**src/rtl/ret_pkg.sv**
```systemverilog
package ret_pkg;
  localparam logic [5:0] RET_OPC = 6'b000001;
  localparam logic [3:0] PC_CODE = 4'd0;

  typedef struct packed {
    logic load;   // capture pair, flags and difference
    logic step;   // one refill word written
  } strobe_t;

  typedef struct packed {
    logic isRet;
    logic trap;
    logic neg;
    logic last;
  } status_t;
endpackage

```
**src/rtl/ret_dpath.sv**
```systemverilog
module ret_dpath
  import ret_pkg::*;
#(
  parameter int XLEN    = 32,
  parameter int DIFFW   = 7,
  parameter int S_BIT   = 18,
  parameter int L_BIT   = 15,
  parameter int ILC_LSB = 19
) (
  input  logic               clk,
  input  logic               rstN,
  input  logic [15:0]        instr,
  input  logic [XLEN-1:0]    regHi,
  input  logic [XLEN-1:0]    regLo,
  input  logic               curS,
  input  logic               curL,
  input  logic [DIFFW-1:0]   fpIn,
  input  logic [XLEN-1:0]    spIn,
  input  strobe_t            stb,
  input  logic [XLEN-1:0]    memRspData,
  output status_t            stat,
  output logic [4:0]         pairIdx,
  output logic [XLEN-1:0]    pcOut,
  output logic [XLEN-1:0]    srOut,
  output logic [XLEN-1:0]    spOut,
  output logic [XLEN-1:0]    memAddr,
  output logic [DIFFW-2:0]   lregIdx,
  output logic [XLEN-1:0]    lregData
);
  localparam int IDXW = DIFFW - 1;

  logic [XLEN-1:0]  pcR, srR, spR, newSr;
  logic [DIFFW-1:0] diffR, diffNew;
  logic             trapR, trapNew, newS, newL;

  // decode
  assign pairIdx    = {instr[8], instr[3:0]};
  assign stat.isRet = (instr[15:10] == RET_OPC) && !instr[9] && (instr[7:4] == PC_CODE);

  // new status word and privilege check
  always_comb begin
    newSr                = regLo;
    newSr[S_BIT]         = regHi[0];
    newSr[ILC_LSB +: 2]  = 2'b00;
  end
  assign newS    = regHi[0];
  assign newL    = regLo[L_BIT];
  assign trapNew = (!curS && newS) || (!newS && !curL && newL);
  assign diffNew = fpIn - spIn[DIFFW+1:2];

  always_ff @(posedge clk) begin
    if (!rstN) begin
      pcR   <= '0;
      srR   <= '0;
      spR   <= '0;
      diffR <= '0;
      trapR <= 1'b0;
    end else if (stb.load) begin
      pcR   <= {regHi[XLEN-1:1], 1'b0};
      srR   <= newSr;
      spR   <= spIn;
      diffR <= diffNew;
      trapR <= trapNew;
    end else if (stb.step) begin
      spR   <= memAddr;
      diffR <= diffR + DIFFW'(1);
    end
  end

  assign memAddr   = spR - XLEN'(4);
  assign lregIdx   = memAddr[IDXW+1:2];
  assign lregData  = memRspData;
  assign pcOut     = pcR;
  assign srOut     = srR;
  assign spOut     = spR;
  assign stat.trap = trapR;
  assign stat.neg  = diffR[DIFFW-1];
  assign stat.last = (diffR == {DIFFW{1'b1}});

  // every refill step lowers the stack pointer by one word
  assert_sp_step_R7: assert property (@(posedge clk) disable iff (!rstN)
    stb.step |=> spOut == $past(spOut) - XLEN'(4));
endmodule

```
**src/rtl/ret_ctrl.sv**
```systemverilog
module ret_ctrl
  import ret_pkg::*;
(
  input  logic    clk,
  input  logic    rstN,
  input  logic    start,
  input  status_t stat,
  input  logic    memReqReady,
  input  logic    memRspValid,
  output strobe_t stb,
  output logic    memReqValid,
  output logic    lregWe,
  output logic    busy,
  output logic    done,
  output logic    trap
);
  typedef enum logic [2:0] {S_IDLE, S_CHECK, S_REQ, S_WAIT, S_FIN} state_t;
  state_t state, stateNx;

  always_comb begin
    stateNx  = state;
    stb      = '0;
    case (state)
      S_IDLE: if (start && stat.isRet) begin
        stb.load = 1'b1;
        stateNx  = S_CHECK;
      end
      S_CHECK: stateNx = (stat.trap || !stat.neg) ? S_FIN : S_REQ;
      S_REQ:   if (memReqReady) stateNx = S_WAIT;
      S_WAIT:  if (memRspValid) begin
        stb.step = 1'b1;
        stateNx  = stat.last ? S_FIN : S_REQ;
      end
      S_FIN:   stateNx = S_IDLE;
      default: stateNx = S_IDLE;
    endcase
  end

  always_ff @(posedge clk) begin
    if (!rstN) state <= S_IDLE;
    else       state <= stateNx;
  end

  assign memReqValid = (state == S_REQ);
  assign lregWe      = (state == S_WAIT) && memRspValid;
  assign busy        = (state != S_IDLE);
  assign done        = (state == S_FIN);
  assign trap        = done && stat.trap;

  // a pending request stays up until accepted
  assert_req_hold_R7: assert property (@(posedge clk) disable iff (!rstN)
    memReqValid && !memReqReady |=> memReqValid);
  // a trap is only reported with done
  assert_trap_with_done_R5: assert property (@(posedge clk) disable iff (!rstN)
    trap |-> done);
  // a non-return word issued while idle starts nothing
  assert_no_move_double_R2: assert property (@(posedge clk) disable iff (!rstN)
    start && !stat.isRet && !busy |=> !busy);
  // done lasts one cycle and leaves the block idle
  assert_done_pulse_R8: assert property (@(posedge clk) disable iff (!rstN)
    done |=> !done && !busy);
endmodule

```
**src/rtl/ret_unit.sv**
```systemverilog
module ret_unit
  import ret_pkg::*;
#(
  parameter int XLEN  = 32,
  parameter int DIFFW = 7
) (
  input  logic             clk,
  input  logic             rstN,
  input  logic             start,
  input  logic [15:0]      instr,
  output logic [4:0]       pairIdx,
  input  logic [XLEN-1:0]  regHi,
  input  logic [XLEN-1:0]  regLo,
  input  logic             curS,
  input  logic             curL,
  input  logic [DIFFW-1:0] fpIn,
  input  logic [XLEN-1:0]  spIn,
  output logic             memReqValid,
  input  logic             memReqReady,
  output logic [XLEN-1:0]  memAddr,
  input  logic             memRspValid,
  input  logic [XLEN-1:0]  memRspData,
  output logic             lregWe,
  output logic [DIFFW-2:0] lregIdx,
  output logic [XLEN-1:0]  lregData,
  output logic [XLEN-1:0]  pcOut,
  output logic [XLEN-1:0]  srOut,
  output logic [XLEN-1:0]  spOut,
  output logic             busy,
  output logic             done,
  output logic             trap
);
  strobe_t stb;
  status_t stat;

  ret_ctrl u_ctrl (
    .clk(clk), .rstN(rstN), .start(start), .stat(stat),
    .memReqReady(memReqReady), .memRspValid(memRspValid),
    .stb(stb), .memReqValid(memReqValid), .lregWe(lregWe),
    .busy(busy), .done(done), .trap(trap)
  );

  ret_dpath #(.XLEN(XLEN), .DIFFW(DIFFW)) u_dpath (
    .clk(clk), .rstN(rstN), .instr(instr), .regHi(regHi), .regLo(regLo),
    .curS(curS), .curL(curL), .fpIn(fpIn), .spIn(spIn), .stb(stb),
    .memRspData(memRspData), .stat(stat), .pairIdx(pairIdx),
    .pcOut(pcOut), .srOut(srOut), .spOut(spOut), .memAddr(memAddr),
    .lregIdx(lregIdx), .lregData(lregData)
  );
endmodule

```
**config.mk**
```make
export PLATFORM = sky130hd
export DESIGN_NAME = ret_unit
export DESIGN_NICKNAME = d
export VERILOG_FILES = /design/src/rtl/ret_pkg.sv /design/src/rtl/ret_dpath.sv /design/src/rtl/ret_ctrl.sv /design/src/rtl/ret_unit.sv
export SDC_FILE = /design/constraint.sdc
export NUM_CORES = 1
export LEC_CHECK = 0
export BUFFER_PORTS_ARGS = -buffer_cell sky130_fd_sc_hd__buf_2
export CAP_MARGIN = 20
export CORE_AREA = 2 2 129 131
export CTS_CLUSTER_SIZE = 24
export DETAILED_ROUTE_END_ITERATION = 16
export DIE_AREA = 0 0 131 133
export GPL_TIMING_DRIVEN = 1
export MAX_ROUTING_LAYER = met4
export PLACE_DENSITY = 0.77
export SLEW_MARGIN = 20
export SYNTH_ARGS = -nofsm -noshare
export SYNTH_HDL_FRONTEND = slang
export SYNTH_SLANG_ARGS = --single-unit
```
**constraint.sdc**
```tcl
create_clock -name clk -period 4.05 [get_ports clk]
set_input_delay 0.6075 -clock clk [delete_from_list [all_inputs] [get_ports clk]]
set_output_delay 0.6075 -clock clk [all_outputs]
set_load 0.005 [all_outputs]
```
# --- Word level (Yosys, flattened, before mapping) ---
# Cells that the tools add are included.
totals:
  input_bits: 158
  wordCells: 52
  reg_bits: 104
  out_inout_bits: 176
op_classes:
  n_eq_ne: 9
  n_reduce_logical: 20
  addsub: 3
  n_mux: 14
ops:
  columns: ["cell", "n"]
  rows:
  - ["2-to-1 mux 32 bit", 2]
  - ["subtractor 32 x 3 -> 32 bit (second input constant)", 1]
  - ["2-to-1 mux 3 bit", 5]
  - ["2-to-1 mux 7 bit", 2]
  - ["one-hot mux 3 bit (4 select lines)", 1]
  - ["logical AND 1 bit", 8]
  - ["adder 7 x 1 -> 7 bit (second input constant)", 1]
  - ["equality test 7 bit (second input constant)", 1]
  - ["subtractor 7 bit", 1]
  - ["equality test 3 x 2 -> 1 bit (second input constant)", 2]
  - ["equality test 6 x 1 -> 1 bit (second input constant)", 1]
  - ["zero test 1 bit", 5]
  - ["zero test 4 bit", 1]
  - ["2-to-1 mux 1 bit", 4]
  - ["!= test 2 x 1 -> 1 bit (second input constant)", 2]
  - ["equality test 3 x 1 -> 1 bit (second input constant)", 1]
  - ["equality test 3 bit (second input constant)", 1]
  - ["zero test 3 bit", 1]
  - ["AND reduction 3 bit", 1]
  - ["nonzero test 3 bit", 1]
  - ["logical OR 1 bit", 2]
  - ["!= test 2 bit (second input constant)", 1]
  - ["nonzero test 2 bit", 1]

# --- Logic depth before layout (Yosys ltp) ---
depth:
  word_depth: 7
  depth_mapped: 9
  ltp_nobuf: 8

# --- Hierarchy ---
# A second synthesis with hierarchy kept.
unflattened:
  hier_cells: 655
  area_unflattened_um2: 5765.5
by_module_without_submodules:
  columns: ["mod", "instances", "area_each_um2", "seq_area_each_um2", "cells_each"]
  rows:
  - ["ret_dpath", 1, 5551.6, 2021.9, 628]
  - ["ret_ctrl", 1, 214.0, 60.1, 27]

# --- Worst setup path before layout ---
# Ideal clock, no wire load.
synth_path:
  path_kind: "register -> output"
  from: "register u_dpath.spR[2] (netlist: u_dpath.spOut[2])"
  to: "output port memAddr[18]"
  stages_incl_launch_ff: 7
  path_slack_ns: 1.442
  path_buffers: 1
  t_arrival_ns: 2.001
  path_cell_list: "dfxtp_1 -> inv_1 -> ha_1 -> or4b_1 -> clkbuf_1 -> or4_1 -> xnor2_1"
synth_via:
  elab_chain_len: 1
synth_lines:
  columns: ["item", "line", "text"]
  rows:
  - ["start: declaration", "ret_dpath.sv:32", "logic [XLEN-1:0] pcR, srR, spR, newSr;"]
  - ["start signal: assignment", "ret_dpath.sv:61", "spR <= spIn;"]
  - ["start signal: assignment", "ret_dpath.sv:65", "spR <= memAddr;"]
  - ["subtractor 32 x 3 -> 32 bit", "ret_dpath.sv:70", "assign memAddr = spR - XLEN'(4);"]
  - ["end: declaration", "ret_unit.sv:20", "output logic [XLEN-1:0] memAddr,"]
# No other way between the ends.

# --- Worst setup path after layout ---
layout_path:
  from: "register u_dpath.spR[4] (netlist: u_dpath.spOut[4])"
  to: "output port memAddr[31]"
# Same word-level chain as after synthesis.

==> flow_summary.yaml <==
setup_path:
  critPathKind: "reg2out"
  path_cells: "or4_1 -> nor4_4 -> nand4_1 -> xnor2_1 -> buf_2"
  startpoint_type: "flip-flop"
  critPathBufInv: 1
  slowest_delay_ns: 0.78
  arrival_ns: 2.85
  critical_path_depth: 5
  r2r_cells: 5
  cp_max_fo: 14
  worst_path_max_delay_cell: "nor4_4"
  cp_top_family: "simple AND/OR/NAND/NOR gates"
  endpoint_kind: "output pin"
  required_ns: 3.44
floorplan:
  initial_core_util: 0.3393
  core_area_mm2: 0.01617
  row_count: 47
  io_pins: 334
  die-area_mm2: 0.01742
  fp.dieH_um: 133
  fp.dieW_um: 131
yosys:
  synth_cell_type_count: 51
  async_reset_ff_frac: 0
  ys_ff_latch: 104
  yosysSeqAreaShare: 0.3794
  syn_area_mm2: 0.005488
  syn_avg_cell_area_um2: 7.466
  syn-instance-count: 735
  synth_edf_count: 0
  ys_warn_count: 0
  ys.flop_type: "dfxtp_1"
routing:
  drt_iter0_markers: 266
  avgRoutedWirePerCell_um: 14.56
  vias_per_cell: 4.994
  routed_wirelength_um: 16650
  vias: 5713
  postRouteAntennaNets: 0
  route.detailed.drc: 0
  drt-pass1-iter-count: 5
global_route:
  grt.total_usage: 0.1904
  antenna_found_initial: 0
  grt_pass1_wl_um: 25860
  grt_overflow: 0
  grt_max_degree: 61
  grt_pass1_vias: 5355
clocking:
  cts.htree.levels: 3
  cts_resized: 0
  cts_tree: "built"
  clock_sinks: 104
  cts_setup_buffers: 0
  clock_path_buffers: 2
  clk_pin_slew_ns: 0.08
  hold_buffers: 0
  clk_latency_ns: 0.35
  numCtsBuffers: 9
  cts-root-buf: "clkbuf_16"
sta:
  finClkSkew_ns: 0.01072
  hold_violations: 0
  drv_slew: 0
  fmax_ghz: 0.2893
  setup-tns-final_ns: 0
  period_minus_slack_ns: 3.457
  rsz0062_at_grt: "false"
  max_slew_margin: 0.4506
  finalSetupViolations: 0
  tightest_slew_ns: 0.8180
  min_period_over_period: 0.8535
final_layout:
  fin_nets: 1086
  layout_common_cells: "buf_2, nand2_1, dfxtp_1, a21oi_1, o21ai_0"
  final_common_cell: "buf_2"
  syn_to_final_growth_pct: 25.92
  regArea_mm2: 0.002082
  fill_cells: 1645
  final_util: 0.4273
  multi_input_area_mm2: 0.002798
  antenna_cells: 0
  drive_gt1_frac: 0.3117
power:
  powerDensity_mw_per_mm2: 294.9
  power_uw: 2038
  power.leakage_uw: 0.003010
  peakVddDrop_mv: 0.1793
placed_design:
  finalWeightedCongestion: 0.8498
  hpwl_um: 12180
  io_buffers: 253
worst_hold_path:
  min_path_type: "reg2reg"
  timing.hold.worst_path_depth: 2
flow_run:
  maxCapViolations: 0
status:
  status: "finished clean"
-- area by class of cell --
cell class,instances,area share
Inverter,22,0.01195
Multi-Input combinational cell,517,0.4049
Tap cell,220,0.03983
Clock inverter,7,0.01141
Sequential cell,104,0.3013
Timing Repair Buffer,265,0.1981
Clock buffer,9,0.03259
-- tightest hold or removal path, cell delays in order (launching register included) --
cell and delay (ns):
dfxtp_1 0.31, nand2_1 0.05, a21oi_1 0.05
-- cell usage after synthesis, drive strengths merged (5+ instances only) --
library cell  instances  area, um^2
a21oi               101       505.5
a22oi                 5       37.54
a31oi                20       125.1
and2                  5       31.28
and3                  5       31.28
buf                  51       375.4
clkbuf               43       161.4
dfxtp               104        2082
ha                    8       100.1
inv                  22       82.58
nand2               163       614.3
nand3                15       75.07
nand4                 9       56.30
nor2                 32       120.1
nor3                 11       60.06
nor3b                 5       42.54
nor4                  8       65.06
o21ai                35       175.2
or3                  15       93.84
or4                   9       67.56
xnor2                21       183.9
xor2                  8       70.07
-- path summary, 6_finish.rpt --
kind         slack [ns]           endpoint         startpoint
max                0.59        memAddr[31]   u_dpath.spOut[4]
min                0.45  u_dpath.srOut[11]  u_dpath.srOut[11]
max reg2reg        1.28  u_dpath.spOut[31]   u_dpath.spOut[4]
min reg2reg        0.45  u_dpath.srOut[11]  u_dpath.srOut[11]
-- cells by family (layout without fill, tap and decap cells) --
| kind of cell | count (synthesis) | after routing | share of synthesized area |
|---|---|---|---|
| xor gates and xnor gates | 29 | 29 | 0.04628 |
| and+or+nand+nor | 292 | 292 | 0.2497 |
| buffers and inverters | 116 | 303 | 0.1129 |
| adders and majority gates | 9 | 9 | 0.02189 |
| AOI/OAI and AO/OA | 184 | 184 | 0.1892 |
| DFF | 104 | 104 | 0.3794 |
| other | 1 | 3 | 0.0006833 |
-- sequential cells by signal, indices dropped and copies added, names as in the netlist --
| register | cells |
|---|---|
| u_ctrl.state | 3 |
| u_dpath.srOut | 30 |
| u_dpath.trapR | 1 |
| u_dpath.spOut | 32 |
| u_dpath.pcOut | 31 |
| u_dpath.diffR | 7 |
-- report_power, final --
| group | leakage, uW | switching [uW] | internal (uW) | total (uW) |
|---|---|---|---|---|
| logic | 0.00202 | 60.2 | 60.0 | 120 |
| registers | 0.000837 | 0.178 | 1020 | 1020 |
| clock network | 0.000151 | 452 | 444 | 896 |
-- routing by layer --
metal | wire length [um] | share of wire | global-route usage | up-vias
met2 | 8230 | 0.49 | 0.3097 | 219
met1 | 7079 | 0.43 | 0.2375 | 2624
met5 | 0 | 0 | - | -
met3 | 1090 | 0.065 | 0.03963 | 20
li1 | - | - | - | 2850
met4 | 251 | 0.015 | 0.05378 | 0
-- through the flow --
step	cells	instance area (um^2)	hold WS, ns	setup slack (ns)
5_1_grt	1144	6910	0.4639	0.4518
6_report	1144	6910	0.4493	0.5933
4_1_cts	1144	6910	0.4515	0.5958
3_3_place_gp	1128	6606	0.4341	1.011
2_1_floorplan	737	5495	0.4482	1.442
3_5_place_dp	1128	6606	0.4411	0.9891
Power figures use the tool's default switching activity.
